File: config.mk
export PLATFORM = sky130hd
export DESIGN_NAME = itof_trunc_unit
export DESIGN_NICKNAME = d
export VERILOG_FILES = /design/src/rtl/itof_pkg.sv /design/src/rtl/itof_magnitude.sv /design/src/rtl/itof_normalize.sv /design/src/rtl/itof_pack.sv /design/src/rtl/itof_sticky_status.sv /design/src/rtl/itof_trunc_unit.sv
export SDC_FILE = /design/constraint.sdc
export NUM_CORES = 1
export LEC_CHECK = 0
export BUFFER_PORTS_ARGS = -buffer_cell sky130_fd_sc_hd__buf_2
export CAP_MARGIN = 20
export CELL_PAD_IN_SITES_DETAIL_PLACEMENT = 0
export CELL_PAD_IN_SITES_GLOBAL_PLACEMENT = 1
export CORE_UTILIZATION = 43
export CTS_CLUSTER_DIAMETER = 150
export DETAILED_ROUTE_END_ITERATION = 7
export PLACE_DENSITY_LB_ADDON = 0.15
export SYNTH_ARGS = -nofsm -noshare
export SYNTH_HDL_FRONTEND = slang
export SYNTH_SLANG_ARGS = --single-unit
File: constraint.sdc
create_clock -name clk -period 4 [get_ports clk]
set_input_delay 0.2 -clock clk [delete_from_list [all_inputs] [get_ports clk]]
set_output_delay 0.2 -clock clk [all_outputs]
set_load 0.005 [all_outputs]
File: src/rtl/itof_pkg.sv
package itof_pkg;
  localparam int NFLAG   = 5;
  localparam int FLG_INX = 0;
  localparam int FLG_UNF = 1;
  localparam int FLG_OVF = 2;
  localparam int FLG_DVZ = 3;
  localparam int FLG_INV = 4;
  typedef logic [NFLAG-1:0] flags_t;
endpackage

File: src/rtl/itof_magnitude.sv
module itof_magnitude #(
  parameter int DATA_W = 32
) (
  input  logic [DATA_W-1:0] x_i,
  output logic              sign_o,
  output logic              zero_o,
  output logic [DATA_W-1:0] mag_o
);
  // The most negative value maps onto itself, which is its correct unsigned magnitude.
  assign sign_o = x_i[DATA_W-1];
  assign zero_o = (x_i == '0);
  assign mag_o  = sign_o ? (~x_i + DATA_W'(1)) : x_i;
endmodule

File: src/rtl/itof_normalize.sv
module itof_normalize #(
  parameter int DATA_W = 32,
  localparam int LZW   = $clog2(DATA_W + 1)
) (
  input  logic [DATA_W-1:0] mag_i,
  output logic [LZW-1:0]    lz_o,
  output logic [DATA_W-1:0] norm_o
);
  logic found;

  always_comb begin
    lz_o  = LZW'(DATA_W);
    found = 1'b0;
    for (int i = DATA_W - 1; i >= 0; i--) begin
      if (!found && mag_i[i]) begin
        lz_o  = LZW'(DATA_W - 1 - i);
        found = 1'b1;
      end
    end
  end

  assign norm_o = mag_i << lz_o;
endmodule

File: src/rtl/itof_pack.sv
module itof_pack #(
  parameter int DATA_W = 32,
  parameter int EXP_W  = 8,
  parameter int MAN_W  = 23,
  localparam int LZW   = $clog2(DATA_W + 1),
  localparam int BIAS  = (1 << (EXP_W - 1)) - 1,
  localparam int DROP_W = DATA_W - 1 - MAN_W,
  localparam int FP_W  = 1 + EXP_W + MAN_W
) (
  input  logic              sign_i,
  input  logic              zero_i,
  input  logic [LZW-1:0]    lz_i,
  input  logic [DATA_W-1:0] norm_i,
  output logic [FP_W-1:0]   word_o,
  output logic              inexact_o
);
  logic [EXP_W-1:0] exp_v;
  logic [MAN_W-1:0] man_v;
  logic [DROP_W-1:0] drop_v;

  // Top bit of norm_i is the hidden one; fraction follows; the rest is cut off.
  assign exp_v  = EXP_W'(BIAS + DATA_W - 1) - EXP_W'(lz_i);
  assign man_v  = norm_i[DATA_W-2 -: MAN_W];
  assign drop_v = norm_i[DROP_W-1:0];

  assign word_o    = zero_i ? '0 : {sign_i, exp_v, man_v};
  assign inexact_o = !zero_i && (|drop_v);
endmodule

File: src/rtl/itof_sticky_status.sv
module itof_sticky_status
  import itof_pkg::*;
(
  input  logic   clk,
  input  logic   rst_n,
  input  flags_t own_set_i,
  input  flags_t ext_set_i,
  input  logic   sw_wr_en_i,
  input  flags_t sw_wr_data_i,
  output flags_t status_o
);
  flags_t base;

  assign base = sw_wr_en_i ? sw_wr_data_i : status_o;

  always_ff @(posedge clk) begin
    if (!rst_n) status_o <= '0;
    else        status_o <= base | ext_set_i | own_set_i;
  end


  sticky_hold_chk: assert property (@(posedge clk) disable iff (!rst_n)
    !sw_wr_en_i |=> ((status_o & $past(status_o)) == $past(status_o)));


  ext_merge_chk: assert property (@(posedge clk) disable iff (!rst_n)
    (|ext_set_i) |=> ((status_o & $past(ext_set_i)) == $past(ext_set_i)));
endmodule

File: src/rtl/itof_trunc_unit.sv
module itof_trunc_unit
  import itof_pkg::*;
#(
  parameter int DATA_W = 32,
  parameter int EXP_W  = 8,
  parameter int MAN_W  = 23,
  parameter int TAG_W  = 5
) (
  input  logic              clk,
  input  logic              rst_n,
  input  logic              in_valid,
  output logic              in_ready,
  input  logic [DATA_W-1:0] in_data,
  input  logic              in_guard_lsb,
  input  logic [TAG_W-1:0]  in_tag,
  output logic              out_valid,
  input  logic              out_ready,
  output logic [DATA_W-1:0] out_data,
  output logic [TAG_W-1:0]  out_tag,
  output logic              out_inexact,
  input  logic [NFLAG-1:0]  ext_flag_set,
  input  logic              sw_wr_en,
  input  logic [NFLAG-1:0]  sw_wr_data,
  output logic [NFLAG-1:0]  status_flags
);
  localparam int LZW  = $clog2(DATA_W + 1);
  localparam int FP_W = 1 + EXP_W + MAN_W;

  logic advance, take, fire;

  // stage 0 combinational: sign and magnitude
  logic              c0_sign, c0_zero;
  logic [DATA_W-1:0] c0_mag;

  itof_magnitude #(.DATA_W(DATA_W)) u_mag (
    .x_i(in_data), .sign_o(c0_sign), .zero_o(c0_zero), .mag_o(c0_mag)
  );

  // stage 1 registers
  logic              s1_v, s1_sign, s1_zero;
  logic [TAG_W-1:0]  s1_tag;
  logic [DATA_W-1:0] s1_mag;

  logic [LZW-1:0]    c1_lz;
  logic [DATA_W-1:0] c1_norm;

  itof_normalize #(.DATA_W(DATA_W)) u_norm (
    .mag_i(s1_mag), .lz_o(c1_lz), .norm_o(c1_norm)
  );

  // stage 2 registers
  logic              s2_v, s2_sign, s2_zero;
  logic [TAG_W-1:0]  s2_tag;
  logic [LZW-1:0]    s2_lz;
  logic [DATA_W-1:0] s2_norm;

  logic [FP_W-1:0]   c2_word;
  logic              c2_inexact;

  itof_pack #(.DATA_W(DATA_W), .EXP_W(EXP_W), .MAN_W(MAN_W)) u_pack (
    .sign_i(s2_sign), .zero_i(s2_zero), .lz_i(s2_lz), .norm_i(s2_norm),
    .word_o(c2_word), .inexact_o(c2_inexact)
  );

  // one shared stall: the whole pipe freezes behind a held result
  assign advance  = !(out_valid && !out_ready);
  assign in_ready = advance;
  assign take     = in_valid && in_ready && in_guard_lsb;
  assign fire     = out_valid && out_ready;

  always_ff @(posedge clk) begin
    if (!rst_n) begin
      s1_v <= 1'b0; s1_sign <= 1'b0; s1_zero <= 1'b0; s1_tag <= '0; s1_mag <= '0;
      s2_v <= 1'b0; s2_sign <= 1'b0; s2_zero <= 1'b0; s2_tag <= '0; s2_lz <= '0; s2_norm <= '0;
      out_valid <= 1'b0; out_data <= '0; out_tag <= '0; out_inexact <= 1'b0;
    end else if (advance) begin
      s1_v      <= take;
      s1_sign   <= c0_sign;
      s1_zero   <= c0_zero;
      s1_tag    <= in_tag;
      s1_mag    <= c0_mag;
      s2_v      <= s1_v;
      s2_sign   <= s1_sign;
      s2_zero   <= s1_zero;
      s2_tag    <= s1_tag;
      s2_lz     <= c1_lz;
      s2_norm   <= c1_norm;
      out_valid <= s2_v;
      out_data  <= DATA_W'(c2_word);
      out_tag   <= s2_tag;
      out_inexact <= c2_inexact && s2_v;
    end
  end

  // the flag update rides on the same handshake as the result write
  flags_t own_set;
  always_comb begin
    own_set          = '0;
    own_set[FLG_INX] = fire && out_inexact;
  end

  itof_sticky_status u_status (
    .clk(clk), .rst_n(rst_n), .own_set_i(own_set), .ext_set_i(ext_flag_set),
    .sw_wr_en_i(sw_wr_en), .sw_wr_data_i(sw_wr_data), .status_o(status_flags)
  );


  hold_out_chk: assert property (@(posedge clk) disable iff (!rst_n)
    (out_valid && !out_ready) |=> (out_valid && $stable(out_data) && $stable(out_tag) && $stable(out_inexact)));


  zero_exact_chk: assert property (@(posedge clk) disable iff (!rst_n)
    (out_valid && out_data[DATA_W-2:0] == '0) |-> !out_inexact);


  latency_chk: assert property (@(posedge clk) disable iff (!rst_n)
    (in_valid && in_ready && in_guard_lsb) ##1 out_ready ##1 out_ready |=> out_valid);


  flag_on_fire_chk: assert property (@(posedge clk) disable iff (!rst_n)
    (out_valid && out_ready && out_inexact) |=> status_flags[FLG_INX]);
endmodule

==> key figures, run 1 <==
Yosys
  – Syn Nets: 962
  – Synth top area cells: dfxtp_1 36%, nand2_1 6.9%, a21oi_1 5.4%
  – Synth area leader: dfxtp_1
  – Count of cell types in the netlist: 76
  – Avg Cell Area, Syn: 7.97 sq um
  – Gate Count Post-Synth: 907
  – Post-synth EDFFs: 0
  – Sequential fraction of the synthesis area: 35.7%
  – Synth top area share: a little over a third
  – Main synth FF type: dfxtp_1
  – Yosys reg bits: 129
  – Netlist Area Pre-Place: around 7200 sq um
  – Ys async rst share: 0%
  – Yosys warns: 0

Setup path
  – CP required: ~4300 ps
  – Slowest stage delay, CP: roughly 860 ps
  – Worst Setup Start Kind: register
  – Worst EP arrival: 4050 ps
  – Slowest cell on crit path: and2_1
  – Most common cell type on the critical path: and2_1
  – CP Cell Sequence: nor3b_1 > nor3_1 > nor2_1 > o21bai_1 > and2_1 > a22oi_1 > mux2i_1 > and2_1 > a31oi_1 > o31ai_1
  – Reg2Reg Depth: 10
  – Crit Path Class: register to register
  – Crit path capture type: register
  – Worst-path maximum fanout: 25

Placed design
  – Placed cells: about 1200
  – RePlAce Congestion: roughly 0.99
  – Input/output buffers: 97
  – Dpl hpwl: roughly 17000 um

Power and ir drop
  – Pint: 2.87 mW
  – Final total power: 4.20 mW
  – Sw power: between 1 and 1.5 mW
  – LEAKAGE: ~3.4 nW
  – Combinational Power Share: approximately a quarter
  – Clock power frac: approximately two fifths
  – Worst VDD drop: 319 uV
  – Pwr dens: a little under 500 nW/um^2
  – Part of the power in registers: 36.9%
  – Net switching share of the total power: between 30% and 40%

Finish
  – P&R area growth vs syn: 18.3%
  – Share of cells above drive strength 1: 18.6%
  – Final Non-Filler Cells: 1213
  – Antenna cells: 0
  – Final nets: 1038
  – Final core occ: between 50% and 60%
  – Register Area: approximately 2600 sq um
  – Fill cell count: around 1600
  – Area occupied by multi-input gates: approximately 4400 sq um

Floorplan
  – Row count: 47
  – Die Span Y: 132 um
  – Core area: ~17000 sq um
  – Total die area: 17300 sq um
  – Ports: slightly below 100
  – Die width: around 130 um
  – Initial core utilization: between 40 and 50%

Clock network
  – TritonCTS clock tree: built
  – CTS HTree Levels: 4
  – Setup bufs post-CTS: 0
  – Clock Latency Late Sink: ~420 ps
  – Worst-path clk slew: ~60 ps
  – CTS root buffer: clkbuf_16
  – Clock sink count: 129
  – Clock tree buffer depth: 2
  – CTS Buf Count: 17

STA
  – Fin. Hold Viols: 0
  – Headroom to the max-slew limit: between 20 and 30%
  – # setup viols final: 0
  – Worst-Margin Slew: between 1000 and 1500 ps
  – RSZ-0062 raised after global routing: false
  – Peak Freq: approximately 270 MHz
  – Final cycle utilization of the critical path: 92.7%
  – Clk_skew: 6.96 ps
  – Final min period: between 3000 and 4000 ps
  – Setup_tns: 0 ps
  – Hold slack: approximately 7.5 ps
  – Final Max Slew Viols: 0

Flow run
  – Max Cap Viol: 0

Min path
  – Hold path cells: 3
  – Tightest Hold Check Type: input port to register

Route
  – Via density: around 5.9
  – Routed Antenna Nets: 0
  – DRC Markers: 0
  – Via Count: between 7000 and 8000
  – Routed len/inst: roughly 19 um
  – Detailed Route WL: ~23000 um
  – Drt pass-1 iters: 5
  – DRT iter0 DRCs: approximately 670

Run status
  – Status: finished clean

Global route
  – Vias in the first global route: 6757
  – Largest net degree at the start of global routing: 70
  – GRT overflow: 0
  – Wire length of the first global-routing pass: ~37000 um
  – Gr usage total: a little over a quarter
  – Initial antenna violation count: 0
==> critical path: cells and delay by family (launching register included) <==
kind	cells	cell delay [ps]
DFF	1	530
and+or+nand+nor	5	1580
AOI/OAI and AO/OA	4	1040
muxes	1	460
==> power by group through the flow <==
| stage | combinational [mW] | clock (mW) | sequential (mW) |
|---|---|---|---|
| after detailed placement | 1.02 | 0 | 1.57 |
| after floorplan | 0.710 | 0 | 1.53 |
| after CTS | 1.02 | 1.62 | 1.54 |
| final | 1.05 | 1.60 | 1.55 |
| after global placement | 1.02 | 0 | 1.57 |
| after global routing | 1.13 | 1.68 | 1.56 |
==> worst paths after layout <==
kind | start | to | slack [ps]
setup reg to reg | s1_mag[15] | s2_norm[19] | 290
hold / removal | sw_wr_data[3] | u_status.status_o[3] | 8
setup / recovery | s1_mag[15] | s2_norm[19] | 290
hold reg to reg | out_data[12] | out_data[12] | 450
==> Yosys cell counts (13+ instances only) <==
cell type and n:
xor2_1 25, o21ai_0 35, mux2i_1 25, a211oi_1 38, nand2_1 133, mux2_2 13
nand3b_1 27, nor2_1 99, or3_1 13, clkbuf_1 51, a21oi_1 78, dfxtp_1 129
==> through the flow <==
step / worst slack [ps] / cell area, sq um
after global routing: 50.9 / 8550
after floorplan: 1000 / 7230
after CTS: 16.3 / 8540
after detailed placement: 98.5 / 7890
after global placement: 15.3 / 7890
final: 290 / 8550
==> registers in the layout, summed over array words and instances (netlist names) <==
register / flops
s1_mag: 32
s2_tag: 5
s1_sign: 1
s2_lz: 6
out_inexact: 1
s1_v: 1
s2_v: 1
s1_tag: 5
s1_zero: 1
s2_zero: 1
s2_norm: 31
out_valid: 1
s2_sign: 1
out_tag: 5
u_status.status_o: 5
out_data: 32
==> per-layer routing <==
metal,vias up,routed length [um],GRT usage [%]
li1,3483,-,-
met1,3347,11100,37.9
met2,268,9990,39.7
met3,54,1470,5.75
met4,0,767,12.4
met5,-,0,0
==> cells by family after synthesis <==
kind of cell,Yosys count,share of synthesized area [%]
AND/OR/NAND/NOR,348,22.8
flip-flops,129,35.7
buffers and inverters,78,4.59
XOR/XNOR,32,3.88
multiplexers,40,6.01
AO/OA/AOI/OAI,278,26.6
adder cells (fa/ha/maj),2,0.346
==> layout by cell type, fill, tap and decap left out, drive strengths merged, types with 5 or more instances in the layout <==
master       instances
or3                 13
clkbuf              21
and3                 7
mux2i               26
o31a                 5
xor2                25
nor2                99
nor2b               10
nand2              134
a22oi               15
mux2                14
nor4                12
o211ai               6
a221o                6
o211a                5
o41ai                6
a22o                12
o21ai               37
o31ai               11
dlygate4sd3          5
and2                 5
a21oi               79
nand3b              27
o221ai               8
nor3                10
buf                117
or4                  7
nand3               12
a211oi              39
a31oi                9
inv                 12
xnor2                7
dfxtp              129
==> layout make-up <==
cell class,count,share of cell area (%)
Multi-Input combinational cell,700,51.0
Sequential cell,129,30.2
Timing Repair Buffer,122,8.02
Clock buffer,21,5.50
Tap cell,220,3.22
Clock inverter,8,1.52
Inverter,13,0.600
==> what timing repair did <==
item | 4_1_cts | 5_1_grt
endpoints found under the setup margin | 0 | 1
resized for setup | 0 | 3
endpoints found under the hold margin | 5 | 0
hold buffers | 5 | 0
(Power assumes the default switching activity.)
==> inputs of run 2 (changes only) <==
--- a/config.mk
+++ b/config.mk
@@ -5,11 +5,12 @@
 export SDC_FILE = /design/constraint.sdc
 export NUM_CORES = 1
 export LEC_CHECK = 0
+export ABC_AREA = 1
 export BUFFER_PORTS_ARGS = -buffer_cell sky130_fd_sc_hd__buf_2
 export CAP_MARGIN = 20
 export CELL_PAD_IN_SITES_DETAIL_PLACEMENT = 0
 export CELL_PAD_IN_SITES_GLOBAL_PLACEMENT = 1
-export CORE_UTILIZATION = 43
+export CORE_UTILIZATION = 42
 export CTS_CLUSTER_DIAMETER = 150
 export DETAILED_ROUTE_END_ITERATION = 7
 export PLACE_DENSITY_LB_ADDON = 0.15
==> run 2 against run 1 <==
Effect of this change: clock power fell by 6%; critical endpoint is now s2_norm[30]; largest power group is now sequential cells; power rose by 6.2%; via count rose by 15%; fmax rose by 1.7%; sequential share of layout area fell by 2.0 points.
==> key figures, run 2 <==
Run status
  – Status: finished clean

Setup path
  – Crit path capture type: register
  – CP Cell Sequence: inv_1 > nand3_2 > nor2_4 > nand4_2 > nor2_4 > nand4_2 > nor2_2 > nand4_1 > nor2_1 > nor4_1 > o211ai_1 > nor3_1 > nand2_1 > nor2_4 > buf_4 > nand3_1 > nand2_1 > nand2_1 > nand3_1 > nand3_1 > nand3_1 > nand3_1 > nand2_1 > inv_1
  – CP startpoint: s1_mag[27]
  – Slowest cell on crit path: dfxtp_1
  – Crit Path Class: register to register
  – Slowest stage delay, CP: between 400 and 500 ps
  – Worst-path maximum fanout: 15
  – Worst Setup Start Kind: register
  – CP required: 4310 ps
  – Critical R2R Launch: s1_mag[27]
  – Most common cell type on the critical path: nand3_1
  – Worst EP arrival: 3960 ps

STA
  – Final Max Slew Viols: 0
  – Hold slack: around 23 ps
  – RSZ-0062 raised after global routing: false
  – Setup_tns: 0 ps
  – Worst-Margin Slew: just under 800 ps
  – Final min period: roughly 3600 ps
  – Fin. Hold Viols: 0
  – # setup viols final: 0
  – Peak Freq: approximately 270 MHz
  – Worst setup margin: around 350 ps
  – Clk_skew: between 10 and 15 ps
  – Headroom to the max-slew limit: a little under half
  – Final cycle utilization of the critical path: between 90% and 100%

Yosys
  – Sequential fraction of the synthesis area: approximately a third
  – Main synth FF type: dfxtp_1
  – Count leader, synth: nand2_1
  – Count of cell types in the netlist: 48
  – Compound-Gate Fraction of Synth Area: around an eighth
  – Post-Synth Simple-Gate Area: 41.7%
  – Largest family of logic cells by synthesized area: simple AND/OR/NAND/NOR gates
  – Ys async rst share: 0%
  – XOR/XNOR Fraction of Synth Area: 1.65%
  – Synth top cells by count: 275 x nand2_1, 229 x nand3_1, 129 x dfxtp_1
  – Netlist Area Pre-Place: about 7900 sq um
  – Synth area leader: dfxtp_1
  – Avg Cell Area, Syn: around 6.6 sq um
  – Gate Count Post-Synth: around 1200
  – Adder-cell share of the synthesized area: less than 1%
  – Mux contribution to synthesized area: less than 1%
  – Yosys reg bits: around 130
  – Syn Nets: between 1000 and 1500
  – Synth top area share: 32.5%
  – Post-synth EDFFs: 0
  – Yosys warns: 0
  – Synth top area cells: dfxtp_1 33%, nand3_1 14%, nand2_1 13%

Clock network
  – Clock Latency Late Sink: 420 ps
  – TritonCTS clock tree: built
  – CTS Buf Count: 17
  – Worst-path clk slew: ~60 ps
  – CTS root buffer: clkbuf_16
  – Clock tree buffer depth: 2
  – Clock sink count: around 130
  – CTS HTree Levels: 4

Placed design
  – Input/output buffers: 97
  – RePlAce Congestion: between 0.8 and 0.9
  – Placed cells: ~1500
  – Dpl ws: roughly 300 ps
  – Dpl hpwl: around 17000 um

Route
  – Drt pass-1 iters: 5
  – DRC Markers: 0
  – Via Count: around 8000
  – Via density: approximately 5.4
  – DRT iter0 DRCs: ~660
  – Routed len/inst: 15.4 um
  – Detailed Route WL: between 20000 and 25000 um
  – Routed Antenna Nets: 0

Min path
  – Tightest Hold Check Type: input port to register
  – Hold_sp: ext_flag_set[2]

Finish
  – Antenna cells: 0
  – Final Non-Filler Cells: between 1500 and 2000
  – Final nets: about 1300
  – P&R area growth vs syn: 15.3%
  – Fill cell count: ~2000
  – Final core occ: about half
  – Share of cells above drive strength 1: between 10% and 20%
  – Most common cell after layout, fill and taps aside: nand2_1
  – Top flop regs: out_data (32), s1_mag (32), s2_norm (31)
  – Commonest non-fill, non-tap cells in the layout: 275 x nand2_1, 229 x nand3_1, 129 x dfxtp_1

Floorplan
  – Die width: 140 um
  – Ports: 98
  – Core area: approximately 18000 sq um
  – Total die area: ~20000 sq um
  – Initial core utilization: around 43%
  – Die Span Y: approximately 140 um
  – Row count: slightly below 50

Power and ir drop
  – LEAKAGE: between 4 and 5 nW
  – Pwr dens: between 400 and 500 nW/um^2
  – Worst VDD drop: between 300 and 400 uV

Global route
  – Initial antenna violation count: 0
  – Wire length of the first global-routing pass: 38400 um
  – Vias in the first global route: between 7000 and 8000
  – Gr usage total: between 20% and 30%
  – Largest net degree at the start of global routing: 84
  – GRT overflow: 0

Flow run
  – Max Cap Viol: 0
[run 2: stage by stage]
stage	cell area, sq um	total power, mW
final	9160	4.46
after global routing	9160	4.75
after CTS	9040	4.46
after detailed placement	8440	2.93
after global placement	8440	2.93
after floorplan	7950	2.57
[run 2: final timing paths]
kind	to	slack, ps	cells past startpoint
worst max-delay path	s2_norm[30]	350	24
worst min-delay path	u_status.status_o[2]	20	3
worst max register to register	s2_norm[30]	350	24
worst min register to register	out_data[0]	460	2
[run 2: report_power, final]
group	internal (mW)	total, mW	switching, mW
clock	0.875	1.51	0.634
combinational	0.472	1.38	0.904
sequential	1.45	1.57	0.121
[run 2: kinds of logic (layout without fill, tap and decap cells)]
group	after synthesis	after routing
and+or+nand+nor	700	701
DFF	129	129
muxes	2	2
adders and majority gates	2	2
xor gates and xnor gates	15	15
AOI/OAI and AO/OA	182	182
buffers and inverters	182	263
[run 2: area by class of cell]
cell class | count | area [sq um] | area share, %
Clock inverter | 14 | 146 | 1.60
Clock buffer | 18 | 429 | 4.69
Timing Repair Buffer | 120 | 687 | 7.50
Timing Repair inverter | 2 | 15.0 | 0.164
Multi-Input combinational cell | 902 | 4590 | 50.1
Inverter | 109 | 420 | 4.59
Tap cell | 229 | 287 | 3.13
Sequential cell | 129 | 2580 | 28.2
[run 2: routing by layer]
| metal | wire length [um] | track usage, % | up-vias |
|---|---|---|---|
| met2 | 10500 | 38.1 | 221 |
| met5 | 0 | 0 | - |
| met4 | 506 | 8.91 | 0 |
| li1 | - | - | 4224 |
| met3 | 1080 | 4.34 | 37 |
| met1 | 11300 | 33.7 | 3721 |
[run 2: worst max-delay path, delay by kind of cell (launching register included)]
family,cells,cell delay [ps]
compound gates,1,200
flops,1,460
buf+inv,3,420
simple gates,20,2430
[run 2: repair_timing]
| action | in CTS | in global routing |
|---|---|---|
| setup endpoints to repair | 0 | 27 |
| hold endpoints to repair | 2 | 0 |
| setup buffers | 0 | 5 |
| gates resized for setup | 0 | 19 |
| hold buffers | 2 | 0 |
==> inputs of run 3 (changes only) <==
--- a/config.mk
+++ b/config.mk
@@ -10,10 +10,12 @@
 export CAP_MARGIN = 20
 export CELL_PAD_IN_SITES_DETAIL_PLACEMENT = 0
 export CELL_PAD_IN_SITES_GLOBAL_PLACEMENT = 1
-export CORE_UTILIZATION = 42
+export CORE_UTILIZATION = 41
 export CTS_CLUSTER_DIAMETER = 150
 export DETAILED_ROUTE_END_ITERATION = 7
 export PLACE_DENSITY_LB_ADDON = 0.15
+export RECOVER_POWER = 100
 export SYNTH_ARGS = -nofsm -noshare
 export SYNTH_HDL_FRONTEND = slang
+export SYNTH_HIERARCHICAL = 1
 export SYNTH_SLANG_ARGS = --single-unit
==> run 3 against run 2 <==
Effect of this change: the run now ends with capacitance limit, slew limit left; sequential cell count is the same; global-route usage shrank 0.34 points; fmax grew 0.43%; routed wire length grew 20%; synthesized cell count grew 35%; worst hold slack lost 14 ps; critical path type unchanged; largest power group unchanged; highest routed layer unchanged.
==> key figures, run 3 <==
Floorplan
  – Initial core utilization: 41.9%
  – Die Span Y: 154 um
  – Core area: around 23000 sq um
  – Die width: roughly 150 um
  – Total die area: 23700 sq um
  – Ports: slightly below 100
  – Row count: 55

Finish
  – Final nets: roughly 1700
  – Commonest non-fill, non-tap cells in the layout: 358 x nor2_1, 345 x nand2_1, 310 x nand3_1
  – Design area: between 10000 and 15000 sq um
  – Top flop regs: out_data (32), s1_mag (32), s2_norm (31)
  – Antenna cells: 0
  – Share of cells above drive strength 1: between 10% and 20%
  – P&R area growth vs syn: 12.2%
  – Most common cell after layout, fill and taps aside: nor2_1
  – Fill cell count: between 2000 and 3000
  – Final Non-Filler Cells: about 2000

Setup path
  – Slowest stage delay, CP: 380 ps
  – Most common cell type on the critical path: nor2_2
  – CP Cell Sequence: nor2_4 > nand2_2 > nor2_2 > nand4_1 > nor2_2 > nand4_2 > nor2_2 > nand4_2 > nor2_1 > nand4_1 > nor2_2 > nand4_2 > nor2_2 > nand4_1 > nor2_2 > o211ai_2 > nand4_1 > clkinvlp_4 > buf_4 > nand3_1 > nand3_1 > nand2_1 > nor2_1 > nor2_1
  – Worst EP arrival: about 4000 ps
  – CP required: 4370 ps
  – Crit Path Class: register to register
  – Slowest cell on crit path: nand4_1
  – R2r endpoint: s2_norm[24]
  – Critical path buffer and inverter count: 2
  – Worst-path maximum fanout: 15
  – Critical R2R Launch: s1_mag[28]
  – CP top delay family: simple AND/OR/NAND/NOR gates
  – Worst Setup Start Kind: register
  – Reg-to-reg slack, setup: between 300 and 400 ps
  – Crit path capture type: register
  – Reg2Reg Depth: 24

Route
  – DRC Markers: 0
  – DRT iter0 DRCs: just over 800
  – Routed len/inst: 14.1 um
  – Via Count: a little under 10000
  – Via density: just under 5
  – Detailed Route WL: 28000 um
  – Routed Antenna Nets: 0
  – Drt pass-1 iters: 6

STA
  – Worst-Margin Slew: approximately 2200 ps
  – Hold slack: 8.84 ps
  – Headroom to the max-slew limit: -44.2%
  – Peak Freq: about 280 MHz
  – RSZ-0062 raised after global routing: true
  – Clk_skew: around 12 ps
  – Final Max Slew Viols: 58
  – # setup viols final: 0
  – Fin. Hold Viols: 0
  – Worst setup margin: 368 ps
  – Final cycle utilization of the critical path: 90.8%
  – Final min period: approximately 3600 ps

Global route
  – Largest net degree at the start of global routing: ~120
  – Wire length of the first global-routing pass: roughly 46000 um
  – GRT overflow: 0
  – Gr usage total: 24.1%
  – Initial antenna violation count: 0
  – Vias in the first global route: between 9000 and 10000

Yosys
  – Gate Count Post-Synth: ~1600
  – Netlist Area Pre-Place: approximately 9500 sq um
  – Yosys warns: 6
  – Avg Cell Area, Syn: 5.78 sq um

Clock network
  – Clock Latency Late Sink: 430 ps
  – CTS Buf Count: 17
  – CTS HTree Levels: 4
  – CTS root buffer: clkbuf_16
  – Clock sink count: between 100 and 150
  – Worst-path clk slew: ~70 ps
  – TritonCTS clock tree: built
  – Clock tree buffer depth: 2

Min path
  – Tightest Hold Check Type: input port to register
  – Hold path cells: 3
  – WHS Endpoint: s1_tag[3]
  – Hold_sp: in_tag[3]

Placed design
  – RePlAce Congestion: just under 0.9
  – Placed cells: a little under 2000
  – Post-DP Area: between 9000 and 10000 sq um
  – Dpl ws: between 200 and 300 ps
  – Dpl hpwl: 19300 um
  – Input/output buffers: a little under 100

Flow run
  – Max Cap Viol: 1

Run status
  – Failing checks: capacitance limit, slew limit
  – Status: finished with violations

Power and ir drop
  – Pwr dens: between 400 and 500 nW/um^2
  – Worst VDD drop: about 260 uV
  – LEAKAGE: roughly 5.0 nW
  – Final total power: between 4 and 5 mW
## run 3: worst max-delay path by stage
stage / startpoint / endpoint / cells after the start
final: s1_mag[28] / s2_norm[24] / 24
after global routing: s1_mag[31] / s2_norm[28] / 27
after CTS: s1_mag[30] / s2_norm[28] / 27
after detailed placement: s1_mag[30] / s2_norm[28] / 27
after global placement: s1_mag[30] / s2_norm[28] / 27
after floorplan: s1_mag[28] / s2_norm[26] / 26
## run 3: cell type report
cell class,count,area (sq um),share of cell area [%]
Sequential cell,129,2590,24.3
Multi-Input combinational cell,1189,5550,52.2
Timing Repair Buffer,120,674,6.34
Inverter,234,888,8.35
Tap cell,285,357,3.35
Clock inverter,14,144,1.35
Timing Repair inverter,1,7.51,0.0706
Clock buffer,18,429,4.04
## run 3: worst reg2reg max path: cells and delay by family, from the launching register on
| family | cells | cell delay (ps) |
|---|---|---|
| buffers and inverters | 2 | 370 |
| AOI/OAI and AO/OA | 1 | 190 |
| DFF | 1 | 360 |
| and+or+nand+nor | 21 | 2680 |
## run 3: report_power, final
part / total, mW / switching, mW / internal, mW
logic: 1.46 / 0.951 / 0.513
registers: 1.58 / 0.135 / 1.45
clock network: 1.55 / 0.673 / 0.877
## run 3: metrics by stage
| stage | setup TNS, ps | utilization (%) |
|---|---|---|
| floorplan | 0 | - |
| global placement | 0 | 44.1 |
| detailed placement | 0 | 44.1 |
| CTS | 0 | 46.7 |
| global route | -26.8 | 47.0 |
| finish | 0 | 47.0 |
## run 3: repair_timing
| item | CTS | global route |
|---|---|---|
| resized for setup | 0 | 12 |
| hold buffers | 3 | 0 |
| setup buffers | 0 | 5 |
| setup endpoints to repair | 0 | 29 |
| hold endpoints to repair | 3 | 0 |
## run 3: layer usage
metal | track usage (%) | routed length, um | vias to the layer above
met5 | 0 | 0 | -
met4 | 6.43 | 361 | 0
met3 | 2.82 | 961 | 30
met2 | 40.7 | 13500 | 209
met1 | 32.4 | 13200 | 4446
li1 | - | - | 5210
